--- src/rtl/vline_pkg.sv ---
package vline_pkg;

    localparam int CNT_W = 8;

    typedef logic [CNT_W-1:0] vcnt_t;

    localparam vcnt_t DEF_JUMP_FROM = 8'hDA;
    localparam vcnt_t DEF_JUMP_TO   = 8'hD5;
    localparam vcnt_t DEF_ACT_FIRST = 8'h18;
    localparam vcnt_t DEF_ACT_LAST  = 8'hA7;

    typedef struct packed {
        vcnt_t count;
        logic  rewound;
    } vstate_t;

    localparam vstate_t VSTATE_RESET = '{count: '0, rewound: 1'b0};

    function automatic vstate_t vline_advance(vstate_t s, vcnt_t jump_from, vcnt_t jump_to);
        vstate_t n;
        n = s;
        if (s.count == jump_from) begin
            n.rewound = ~s.rewound;
            n.count   = n.rewound ? jump_to : s.count + vcnt_t'(1);
        end else begin
            n.count   = s.count + vcnt_t'(1);
        end
        return n;
    endfunction

endpackage

--- src/rtl/vline_seq.sv ---
module vline_seq
    import vline_pkg::*;
#(
    parameter vcnt_t JUMP_FROM = DEF_JUMP_FROM,
    parameter vcnt_t JUMP_TO   = DEF_JUMP_TO
) (
    input  logic  clk,
    input  logic  rst,
    input  logic  line_tick,
    output vcnt_t count
);

    vstate_t st_q;
    vstate_t st_d;

    always_comb begin
        st_d = st_q;
        if (line_tick) st_d = vline_advance(st_q, JUMP_FROM, JUMP_TO);
    end

    always_ff @(posedge clk) begin
        if (rst) st_q <= VSTATE_RESET;
        else     st_q <= st_d;
    end

    assign count = st_q.count;


    assert_reset_state_R1: assert property (@(posedge clk)
        rst |=> (st_q.count == '0 && !st_q.rewound));

    assert_hold_R2: assert property (@(posedge clk) disable iff (rst)
        !line_tick |=> $stable(st_q.count));

    assert_first_pass_jump_R3: assert property (@(posedge clk) disable iff (rst)
        (line_tick && st_q.count == JUMP_FROM && !st_q.rewound) |=> (st_q.count == JUMP_TO));

    assert_second_pass_on_R4: assert property (@(posedge clk) disable iff (rst)
        (line_tick && st_q.count == JUMP_FROM && st_q.rewound)
            |=> (st_q.count == JUMP_FROM + vcnt_t'(1)));

    assert_wrap_R5: assert property (@(posedge clk) disable iff (rst)
        (line_tick && st_q.count == '1) |=> (st_q.count == '0));

endmodule

--- src/rtl/vline_window.sv ---
module vline_window
    import vline_pkg::*;
#(
    parameter vcnt_t ACT_FIRST = DEF_ACT_FIRST,
    parameter vcnt_t ACT_LAST  = DEF_ACT_LAST
) (
    input  vcnt_t count,
    output logic  active
);

    logic above_first;
    logic below_last;

    generate
        if (ACT_FIRST == '0) begin : g_no_low
            assign above_first = 1'b1;
        end else begin : g_low
            assign above_first = (count >= ACT_FIRST);
        end
        if (ACT_LAST == '1) begin : g_no_high
            assign below_last = 1'b1;
        end else begin : g_high
            assign below_last = (count <= ACT_LAST);
        end
    endgenerate

    assign active = above_first && below_last;


    always_comb begin
        assert_window_edges_R6: assert (!(count == ACT_LAST + vcnt_t'(1)) || !active);
    end

endmodule

--- src/rtl/vline_irq.sv ---
module vline_irq
    import vline_pkg::*;
#(
    parameter vcnt_t ACT_LAST = DEF_ACT_LAST
) (
    input  logic  clk,
    input  logic  rst,
    input  logic  line_tick,
    input  vcnt_t count,
    input  logic  clear,
    output logic  irq
);

    logic set_evt;
    logic irq_q;

    assign set_evt = line_tick && (count == ACT_LAST);

    always_ff @(posedge clk) begin
        if (rst)          irq_q <= 1'b0;
        else if (set_evt) irq_q <= 1'b1;
        else if (clear)   irq_q <= 1'b0;
    end

    assign irq = irq_q;

    assert_set_on_exit_R7: assert property (@(posedge clk) disable iff (rst)
        (line_tick && count == ACT_LAST) |=> irq_q);

    assert_sticky_R8: assert property (@(posedge clk) disable iff (rst)
        (irq_q && !clear) |=> irq_q);

    assert_cleared_R8: assert property (@(posedge clk) disable iff (rst)
        (clear && !(line_tick && count == ACT_LAST)) |=> !irq_q);

    assert_set_beats_clear_R9: assert property (@(posedge clk) disable iff (rst)
        (clear && line_tick && count == ACT_LAST) |=> irq_q);

endmodule

--- src/rtl/vline_counter.sv ---
module vline_counter
    import vline_pkg::*;
#(
    parameter vcnt_t JUMP_FROM = DEF_JUMP_FROM,
    parameter vcnt_t JUMP_TO   = DEF_JUMP_TO,
    parameter vcnt_t ACT_FIRST = DEF_ACT_FIRST,
    parameter vcnt_t ACT_LAST  = DEF_ACT_LAST
) (
    input  logic             clk,
    input  logic             rst,
    input  logic             line_tick,
    input  logic             irq_clear,
    output logic [CNT_W-1:0] vcount,
    output logic             active_line,
    output logic             frame_irq
);

    vcnt_t count;

    vline_seq #(.JUMP_FROM(JUMP_FROM), .JUMP_TO(JUMP_TO)) u_seq (
        .clk       (clk),
        .rst       (rst),
        .line_tick (line_tick),
        .count     (count)
    );

    vline_window #(.ACT_FIRST(ACT_FIRST), .ACT_LAST(ACT_LAST)) u_win (
        .count  (count),
        .active (active_line)
    );

    vline_irq #(.ACT_LAST(ACT_LAST)) u_irq (
        .clk       (clk),
        .rst       (rst),
        .line_tick (line_tick),
        .count     (count),
        .clear     (irq_clear),
        .irq       (frame_irq)
    );

    assign vcount = count;

    assert_irq_with_a8_R7: assert property (@(posedge clk) disable iff (rst)
        $rose(frame_irq) |-> (vcount == ACT_LAST + vcnt_t'(1)));

endmodule

--- config.mk ---
export PLATFORM = sky130hd
export DESIGN_NAME = vline_counter
export DESIGN_NICKNAME = d
export VERILOG_FILES = /design/src/rtl/vline_pkg.sv /design/src/rtl/vline_seq.sv /design/src/rtl/vline_window.sv /design/src/rtl/vline_irq.sv /design/src/rtl/vline_counter.sv
export SDC_FILE = /design/constraint.sdc
export NUM_CORES = 1
export LEC_CHECK = 0
export ABC_AREA = 1
export BUFFER_PORTS_ARGS = -buffer_cell sky130_fd_sc_hd__buf_2
export CAP_MARGIN = 20
export CORE_AREA = 2 2 39 41
export CTS_BUF_LIST = sky130_fd_sc_hd__clkbuf_4
export CTS_CLUSTER_DIAMETER = 80
export CTS_CLUSTER_SIZE = 30
export DETAILED_ROUTE_END_ITERATION = 6
export DIE_AREA = 0 0 41 43
export HOLD_SLACK_MARGIN = 0.03
export PLACE_DENSITY_LB_ADDON = 0.05
export SYNTH_ARGS = -nofsm -noshare
export SYNTH_HDL_FRONTEND = slang
export SYNTH_SLANG_ARGS = --single-unit
--- constraint.sdc ---
create_clock -name clk -period 1.5 [get_ports clk]
set_input_delay 0.3 -clock clk [delete_from_list [all_inputs] [get_ports clk]]
set_output_delay 0.3 -clock clk [all_outputs]
set_load 0.1 [all_outputs]
==> results of run 1 <==
## stage by stage
stage               total power, W  setup TNS (ns)  cells  area [µm²]  utilization (%)
CTS                       0.000560         -0.0529    119         768             55.5
finish                    0.000554         -0.0681    124         818             59.1
detailed placement        0.000360               0    112         704             50.9
global route              0.000579          -0.130    124         818             59.1
global placement          0.000360               0    112         704             50.9
floorplan                 0.000349               0     91         631                -
## registers in the layout, summed over array words and instances, names as in the netlist
name,cells
u_seq.st_q,1
u_seq.count,8
u_irq.irq,1
## cell type report
class                           instances  area, µm²  share of cell area (%)
Clock buffer                            3       22.5                    2.75
Clock inverter                          1       3.75                   0.459
Sequential cell                        10        204                    24.9
Timing Repair Buffer                   22        190                    23.2
Tap cell                               16       20.0                    2.45
Multi-Input combinational cell         55        309                    37.8
Inverter                               17       68.8                    8.41
## layer usage
| metal | routed length, µm | part of all wire, % |
|---|---|---|
| met1 | 608 | 43 |
| met2 | 733 | 52 |
| met3 | 45 | 3.2 |
| met4 | 34 | 2.4 |
| met5 | 0 | 0 |
## worst paths after layout
kind | start | to | slack, ns | cells after the start
setup / recovery | u_seq.count[4]$_SDFFE_PP0P_ | active_line | -0.07 | 6
hold / removal | irq_clear | u_irq.irq$_SDFFE_PP0P_ | 0.27 | 4
setup reg to reg | u_seq.count[0]$_SDFFE_PP0P_ | u_seq.count[3]$_SDFFE_PP0P_ | 0.24 | 6
hold reg to reg | u_irq.irq$_SDFFE_PP0P_ | u_irq.irq$_SDFFE_PP0P_ | 0.46 | 2
## power groups by stage
| stage | Sequential (W) | Clock (W) | Combinational [W] |
|---|---|---|---|
| 2_1_floorplan | 0.000282 | 0 | 0.0000674 |
| 3_3_place_gp | 0.000284 | 0 | 0.0000764 |
| 3_5_place_dp | 0.000283 | 0 | 0.0000767 |
| 4_1_cts | 0.000277 | 0.000207 | 0.0000768 |
| 5_1_grt | 0.000278 | 0.000218 | 0.0000822 |
| 6_report | 0.000277 | 0.000201 | 0.0000763 |
## what timing repair did
item	CTS	global route
gates resized for setup	9	5
setup endpoints to repair	1	4
pin swaps	3	3
setup buffers	3	5
## placed cells by master (no fill, tap or decap), drive strengths merged
cell | netlist | final
ha | 3 | 3
o21ai | 2 | 2
nor3b | 1 | 1
nand3 | 5 | 5
nor2 | 8 | 8
clkinv | 1 | 2
o211ai | 1 | 1
clkinvlp | 0 | 1
a21oi | 8 | 8
inv | 16 | 15
xor2 | 2 | 2
buf | 9 | 20
clkbuf | 0 | 5
nand4 | 3 | 3
dfxtp | 10 | 10
nand2 | 22 | 22
## worst max-delay path, cell delays in order, from the launching register on
cell	delay [ns]
dfxtp_2	0.36
inv_2	0.06
a21oi_2	0.14
o21ai_1	0.07
nand2_1	0.11
clkinvlp_4	0.10
buf_12	0.17
## cells by family (layout without fill, tap and decap cells)
group,after synthesis,in the layout,synth area share [%]
simple gates,39,39,29.5
buf+inv,26,43,20.6
compound gates,11,11,9.18
flops,10,10,31.9
fa+ha+maj,3,3,5.99
xor+xnor,2,2,2.79
==> impl_metrics.json, run 1 <==
{
  "worstPathArrival_ns": 1.27,
  "drt-initial-drc-count": 5,
  "hold_slack_ns": 0.270,
  "clkSinkCount": 10,
  "violations": "negative setup slack",
  "leakagePower_nw": 0.378,
  "grt_max_degree": 9,
  "rsz0062_at_grt": "yes",
  "max_freq_ghz": 0.638,
  "slew_headroom_pct": 67.9,
  "grt_pass1_wl_um": 2290,
  "endpoint_kind": "output pin",
  "grt-ovfl-total": 0,
  "htreeDepth": 1,
  "synth_warnings": 0,
  "die-area_mm2": 0.00176,
  "yosysTopAreaCell": "dfxtp_1",
  "tritoncts": "built",
  "drcViolationCount": 0,
  "synth.avg_cell_area_um2": 6.89,
  "crit_path_start_kind": "register",
  "synth_edf_count": 0,
  "first_global_vias": 538,
  "synth_area_leaders": "dfxtp_1 32%, nand2_1 13%, buf_4 9.6%, inv_1 9.6%, a21oi_1 6.4%",
  "syn_to_final_growth_pct": 30.5,
  "portBuffers": 13,
  "wl_per_cell_um": 11.5,
  "num_antenna_cells": 0,
  "power.switching_w": 0.000170,
  "synthArstFlopShare_pct": 0,
  "synth_common_cells": "21 x nand2_1, 16 x inv_1, 10 x dfxtp_1, 8 x a21oi_1, 8 x buf_4",
  "powerDensity_mw_per_mm2": 677,
  "clk_pin_slew_worst_paths_ns": 0.07,
  "grt_util_met1_pct": 24.4,
  "globalRouteMet2Util_pct": 29.7,
  "swShare_pct": 30.6,
  "drive_gt1_share_pct": 38.0,
  "hold_viol_final": 0,
  "setup.worst_path.class": "register to output pin",
  "worst_slew_pin_slew_ns": 0.484,
  "busiest_layer": "met2",
  "timing_max_transition_violations_final": 0,
  "worstPathMaxFanout": 3,
  "hold_path.class": "primary input to register",
  "die_h_um": 43,
  "ys.flop_type": "dfxtp_1",
  "root_buffer": "clkbuf_4",
  "synth.distinct_cells": 19,
  "via_per_inst": 4.78,
  "drt-total-wl_um": 1420,
  "yosysMostFrequentCell": "nand2_1",
  "core_mm2": 0.00138,
  "antenna_left": 0,
  "cp.required_ns": 1.20,
  "place.detailed.hpwl_um": 923,
  "cts-hold-fix-buffers": 0,
  "drv_cap": 0,
  "synth-seq-area-share_pct": 31.9,
  "use_met3_pct": 6.28,
  "drtPass1Iterations": 4,
  "combPwrFrac_pct": 13.8,
  "synthesis.nets": 98,
  "die_w_um": 41,
  "setup_viol_count_final": 1,
  "num_vias": 593,
  "n_fill_cell": 131,
  "clk_latency_ns": 0.27,
  "antenna_found_initial": 0,
  "setup_slack_ns": -0.0681,
  "ioPinCount": 14,
  "dp_slack_ns": 0.128,
  "p_seq_share_pct": 50.0,
  "start_util_pct": 45.3,
  "syn_area_um2": 627,
  "postSynthCellCount": 91,
  "place_congestion": 0.780,
  "ys_seq_elements": 10,
  "cts_buffers": 3,
  "synth_top_area_share_pct": 31.9,
  "clockBufferDepth": 2,
  "grt_usage_pct": 19.9,
  "status": "complete, but fails checks",
  "min_period_ns": 1.57,
  "period_share_pct": 105,
  "max-vdd-ir-drop_mv": 0.464,
  "finClkSkew_ns": 0.00289,
  "p_int_w": 0.000384,
  "clkPwrFrac_pct": 36.2,
  "nNetsFinal": 116,
  "num_rows": 14
}
Note: power is estimated with default switching activity, not from simulation.
==> inputs of run 2 (changes only) <==
Settings changed: CORE_AREA 2 2 39 41 to unset, CORE_UTILIZATION set to 42, DIE_AREA 0 0 41 43 to unset.
==> run 2 against run 1 <==
The run still ends with negative setup slack left. Sequential share of layout area is 2.4 points higher. First-iteration DRC count is 40% higher. Sequential cell count stayed put. Fmax up 3.0%. Clock power decreased by 10%. Critical path depth did not move. Setup slack better by 0.045 ns. Count of clock-buffer cells in the layout did not move. Register-to-register slack about the same. Core utilization decreased by 3.4 points. Wire length fell by 8.1%. Sequential power barely moved. Largest cell class unchanged. Highest routed layer unchanged.
==> impl_metrics.json, run 2 (synthesis gave the netlist of run 1 again) <==
{
  "num_vias": 572,
  "syn_to_final_growth_pct": 20.0,
  "status": "complete, but fails checks",
  "violations": "negative setup slack",
  "crit_path_max_incr_delay_ns": 0.36,
  "grt-ovfl-total": 0,
  "final_cell_mix": "21 x nand2_1, 12 x inv_1, 10 x buf_2",
  "cp.depth": 6,
  "hold_viol_final": 0,
  "wl_per_cell_um": 11.1,
  "powerDensity_mw_per_mm2": 706,
  "ioPinCount": 14,
  "tritoncts": "built",
  "leakagePower_nw": 0.336,
  "drv_cap": 0,
  "max_freq_ghz": 0.657,
  "path_buf_inv": 3,
  "die-area_mm2": 0.00165,
  "cp_cell_sequence": "inv_2, a21oi_2, o21ai_1, nand2_1, clkinvlp_4, buf_12",
  "slew_headroom_pct": 67.8,
  "min_period_ns": 1.52,
  "layout_commonest_cell": "nand2_1",
  "grt_max_degree": 9,
  "nNetsFinal": 112,
  "crit_family": "flip-flops",
  "largest_register_ffs": 8,
  "r2r-start": "u_seq.count[0]$_SDFFE_PP0P_",
  "finClkSkew_ns": 0.00446,
  "root_buffer": "clkbuf_4",
  "start_util_pct": 46.4,
  "htreeDepth": 1,
  "seqCellArea_um2": 205,
  "worst_slew_pin_slew_ns": 0.487,
  "max-vdd-ir-drop_mv": 0.445,
  "clkSinkCount": 10,
  "crit_end": "active_line",
  "grt_usage_pct": 16.6,
  "clockBufferDepth": 2,
  "setup.worst_path.class": "register to output pin",
  "num_antenna_cells": 0,
  "clk_pin_slew_worst_paths_ns": 0.07,
  "worstPathArrival_ns": 1.22,
  "largest_register": "u_seq.count",
  "drt-total-wl_um": 1310,
  "portBuffers": 13,
  "drtPass1Iterations": 4,
  "cp.required_ns": 1.20,
  "place_congestion": 0.703,
  "drt-initial-drc-count": 7,
  "place.detailed.hpwl_um": 866,
  "via_per_inst": 4.85,
  "rsz0062_at_grt": "yes",
  "drcViolationCount": 0,
  "timing_max_transition_violations_final": 0,
  "crit_slowest_cell": "dfxtp_2",
  "num_rows": 13,
  "first_global_vias": 416,
  "rr_endpoint": "u_seq.count[3]$_SDFFE_PP0P_",
  "antenna_left": 0,
  "hold_path.class": "primary input to register",
  "period_share_pct": 102,
  "cts_buffers": 3,
  "worstPathMaxFanout": 3,
  "startpoint": "u_seq.count[3]$_SDFFE_PP0P_",
  "core_mm2": 0.00135,
  "crit_path_start_kind": "register",
  "setup_viol_count_final": 1,
  "endpoint_kind": "output pin",
  "multiInputGateArea_um2": 302,
  "drive_gt1_share_pct": 35.9,
  "die_w_um": 40.6,
  "setup_slack_ns": -0.0230,
  "dp_slack_ns": 0.131,
  "die_h_um": 40.6,
  "clk_latency_ns": 0.26,
  "utilization_pct": 55.7,
  "grt_pass1_wl_um": 1750,
  "power_w": 0.000531,
  "antenna_found_initial": 0,
  "r2r_cells": 6,
  "rrSetupSlack_ns": 0.23,
  "n_fill_cell": 133
}
run 2: metal layers:
layer / vias to the layer above / wire length (µm) / track usage, %
li1: 298 / - / -
met1: 261 / 631 / 21.3
met2: 11 / 617 / 25.4
met3: 2 / 50 / 3.26
met4: 0 / 6 / 10.0
met5: - / 0 / 0
run 2: area by class of cell:
class                   count  area share (%)
clock buffers               3            3.00
inverters                  17            9.15
multi-input cells          55            40.1
flip-flops and latches     10            27.3
well taps                  15            2.50
repair buffers             18            18.0
run 2: repair_timing:
item,in CTS,in global routing
hold buffers,0,0
resized for setup,7,3
setup buffers,2,2
gates cloned,0,0
pin swaps,2,2
setup endpoints to repair,1,3
run 2: how the worst min path moves through the flow:
stage                                 endpoint                        from  cells past startpoint  slack, ns
finish                  u_irq.irq$_SDFFE_PP0P_                   irq_clear                      4       0.28
global route            u_irq.irq$_SDFFE_PP0P_                   irq_clear                      4       0.30
CTS                     u_irq.irq$_SDFFE_PP0P_                   irq_clear                      4       0.27
detailed placement  u_seq.st_q[0]$_SDFFE_PP0P_  u_seq.st_q[0]$_SDFFE_PP0P_                      2       0.45
global placement    u_seq.st_q[0]$_SDFFE_PP0P_  u_seq.st_q[0]$_SDFFE_PP0P_                      2       0.45
floorplan           u_seq.st_q[0]$_SDFFE_PP0P_  u_seq.st_q[0]$_SDFFE_PP0P_                      2       0.44
run 2: stage by stage:
| step | hold WS [ns] | setup TNS [ns] | std cells | cell area [µm²] |
|---|---|---|---|---|
| 6_report | 0.281 | -0.0230 | 118 | 752 |
| 5_1_grt | 0.299 | -0.0995 | 118 | 752 |
| 4_1_cts | 0.273 | -0.0460 | 116 | 733 |
| 3_5_place_dp | 0.454 | 0 | 111 | 688 |
| 3_3_place_gp | 0.450 | 0 | 111 | 688 |
| 2_1_floorplan | 0.439 | 0 | 91 | 631 |
run 2: power by group:
group	total [W]	switching [W]	leakage [nW]	internal, W
Clock	0.000180	0.0000871	0.0138	0.0000924
Sequential	0.000277	0.00000643	0.0832	0.000271
Combinational	0.0000746	0.0000592	0.239	0.0000153
Total	0.000531	0.000153	0.336	0.000378
run 2: worst reg2reg max path, delay by kind of cell, from the launching register on:
family                   cells  cell delay (ns)
adder cells (fa/ha/maj)      1             0.15
AND/OR/NAND/NOR              4             0.58
buffers and inverters        1             0.10
flip-flops                   1             0.34
==> inputs of run 3 (changes only) <==
Settings changed: GPL_ROUTABILITY_DRIVEN set to 0, RECOVER_POWER set to 100.
==> run 3 against run 2 <==
The flow still finishes with violations (negative setup slack). Count of clock-buffer cells in the layout is the same. Non-clock buffer count is the same. Global-route usage is the same. Clock power is essentially flat. Register-to-register slack lost 0.09 ns. Sequential cell count is the same. Cell count is the same. Critical endpoint unchanged. Largest power group unchanged. Highest routed layer unchanged.
==> impl_metrics.json, run 3 (synthesis gave the netlist of run 1 again) <==
{
  "worstPathMaxFanout": 3,
  "nNetsFinal": 112,
  "drv_cap": 0,
  "syn_to_final_growth_pct": 16.2,
  "n_fill_cell": 139,
  "drcViolationCount": 0,
  "multiInputGateArea_um2": 290,
  "postLayoutCellArea_um2": 728,
  "tritoncts": "built",
  "fin_setup_tns_ns": -0.0190,
  "power.switching_w": 0.000154,
  "rsz0062_at_grt": "yes",
  "cp.required_ns": 1.20,
  "htreeDepth": 1,
  "timing_max_transition_violations_final": 0,
  "r2r_cells": 6,
  "period_share_pct": 101,
  "core_mm2": 0.00135,
  "clkPwrFrac_pct": 34.0,
  "utilization_pct": 53.9,
  "via_per_inst": 4.92,
  "start_util_pct": 46.4,
  "hold_viol_final": 0,
  "finClkSkew_ns": 0.00533,
  "largest_register_ffs": 8,
  "num_antenna_cells": 0,
  "antenna_left": 0,
  "wl_per_cell_um": 10.8,
  "crit_path_start_kind": "register",
  "clkSinkCount": 10,
  "combPwrFrac_pct": 13.9,
  "die-area_mm2": 0.00165,
  "rr_endpoint": "u_seq.count[3]$_SDFFE_PP0P_",
  "largest_register": "u_seq.count",
  "num_vias": 580,
  "die_h_um": 40.6,
  "leakagePower_nw": 0.322,
  "hold_path.class": "primary input to register",
  "setup_viol_count_final": 1,
  "num_rows": 13,
  "endpoint_kind": "output pin",
  "clk_latency_ns": 0.26,
  "cts_buffers": 3,
  "place_area_um2": 688,
  "slew_headroom_pct": 64.1,
  "powerDensity_mw_per_mm2": 730,
  "status": "complete, but fails checks",
  "startpoint": "u_seq.count[4]$_SDFFE_PP0P_",
  "worst_hold_startpoint": "irq_clear",
  "hold_depth": 4,
  "max_freq_ghz": 0.658,
  "grt_usage_pct": 16.6,
  "clockBufferDepth": 2,
  "drt-initial-drc-count": 9,
  "root_buffer": "clkbuf_4",
  "p_seq_share_pct": 52.1,
  "setup.worst_path.class": "register to output pin",
  "min_period_ns": 1.52,
  "layout_commonest_cell": "nand2_1",
  "hold_path_end": "u_irq.irq$_SDFFE_PP0P_",
  "final_cell_mix": "21 x nand2_1, 12 x inv_1, 7 x nor2_1, 7 x a21oi_1",
  "first_global_vias": 416,
  "grt-ovfl-total": 0,
  "drive_gt1_share_pct": 33.0,
  "p_int_w": 0.000378,
  "dp_slack_ns": 0.131,
  "setup_slack_ns": -0.0190,
  "swShare_pct": 28.9,
  "antenna_found_initial": 0,
  "die_w_um": 40.6,
  "portBuffers": 13,
  "seqCellArea_um2": 205,
  "drtPass1Iterations": 4,
  "ioPinCount": 14,
  "place.detailed.hpwl_um": 866,
  "grt_max_degree": 9,
  "rrSetupSlack_ns": 0.14,
  "worstPathArrival_ns": 1.22,
  "drt-total-wl_um": 1270,
  "grt_pass1_wl_um": 1750,
  "max-vdd-ir-drop_mv": 0.446,
  "worst_slew_pin_slew_ns": 0.540,
  "r2r-start": "u_seq.count[0]$_SDFFE_PP0P_",
  "clk_pin_slew_worst_paths_ns": 0.07,
  "violations": "negative setup slack"
}
## run 3: cell count changes in the layout (fill, tap and decap cells not counted), sizes merged
cell / before / now
clkinvlp: 1 / 2
clkbuf: 4 / 9
buf: 17 / 12
clkinv: 1 / 0
## run 3: layer usage
layer	share of wire, %	global-route usage [%]	routed length [µm]
met5	0	0	0
met4	0.47	10.0	6
met3	3.8	3.26	48
met2	46	25.4	587
met1	49	21.3	629
## run 3: timing repair
item / 4_1_cts / 5_1_grt
setup buffers: 2 / 2
pin swaps: 2 / 2
hold buffers: 0 / 0
resized for setup: 7 / 3
setup endpoints to repair: 1 / 3
## run 3: power by group through the flow
stage	registers, W	logic [W]	clock network [W]
3_3_place_gp	0.000283	0.0000741	0
4_1_cts	0.000277	0.0000746	0.000191
6_report	0.000277	0.0000738	0.000181
5_1_grt	0.000278	0.0000795	0.000200
2_1_floorplan	0.000282	0.0000674	0
3_5_place_dp	0.000283	0.0000744	0
## run 3: metrics by stage
step,cells,power (W),hold WS [ns]
floorplan,91,0.000349,0.439
global route,118,0.000557,0.299
CTS,116,0.000543,0.273
finish,118,0.000532,0.279
global placement,111,0.000357,0.450
detailed placement,111,0.000357,0.454
## run 3: critical path, cell delays in order (launching register included)
cell,delay [ns]
dfxtp_2,0.34
inv_2,0.05
a21oi_2,0.13
o21ai_1,0.06
nand2_1,0.10
clkinvlp_4,0.10
buf_12,0.17
## run 3: final cells by class
type	count	area share, %
multi-input cells	55	39.9
inverters	17	9.45
well taps	15	2.58
repair buffers	18	16.8
flip-flops and latches	10	28.2
clock buffers	3	3.09
## run 3: worst max-delay path by stage
stage / to / depth (start not counted)
final: active_line / 6
after floorplan: active_line / 5
after detailed placement: active_line / 6
after CTS: active_line / 6
after global placement: active_line / 6
after global routing: active_line / 6
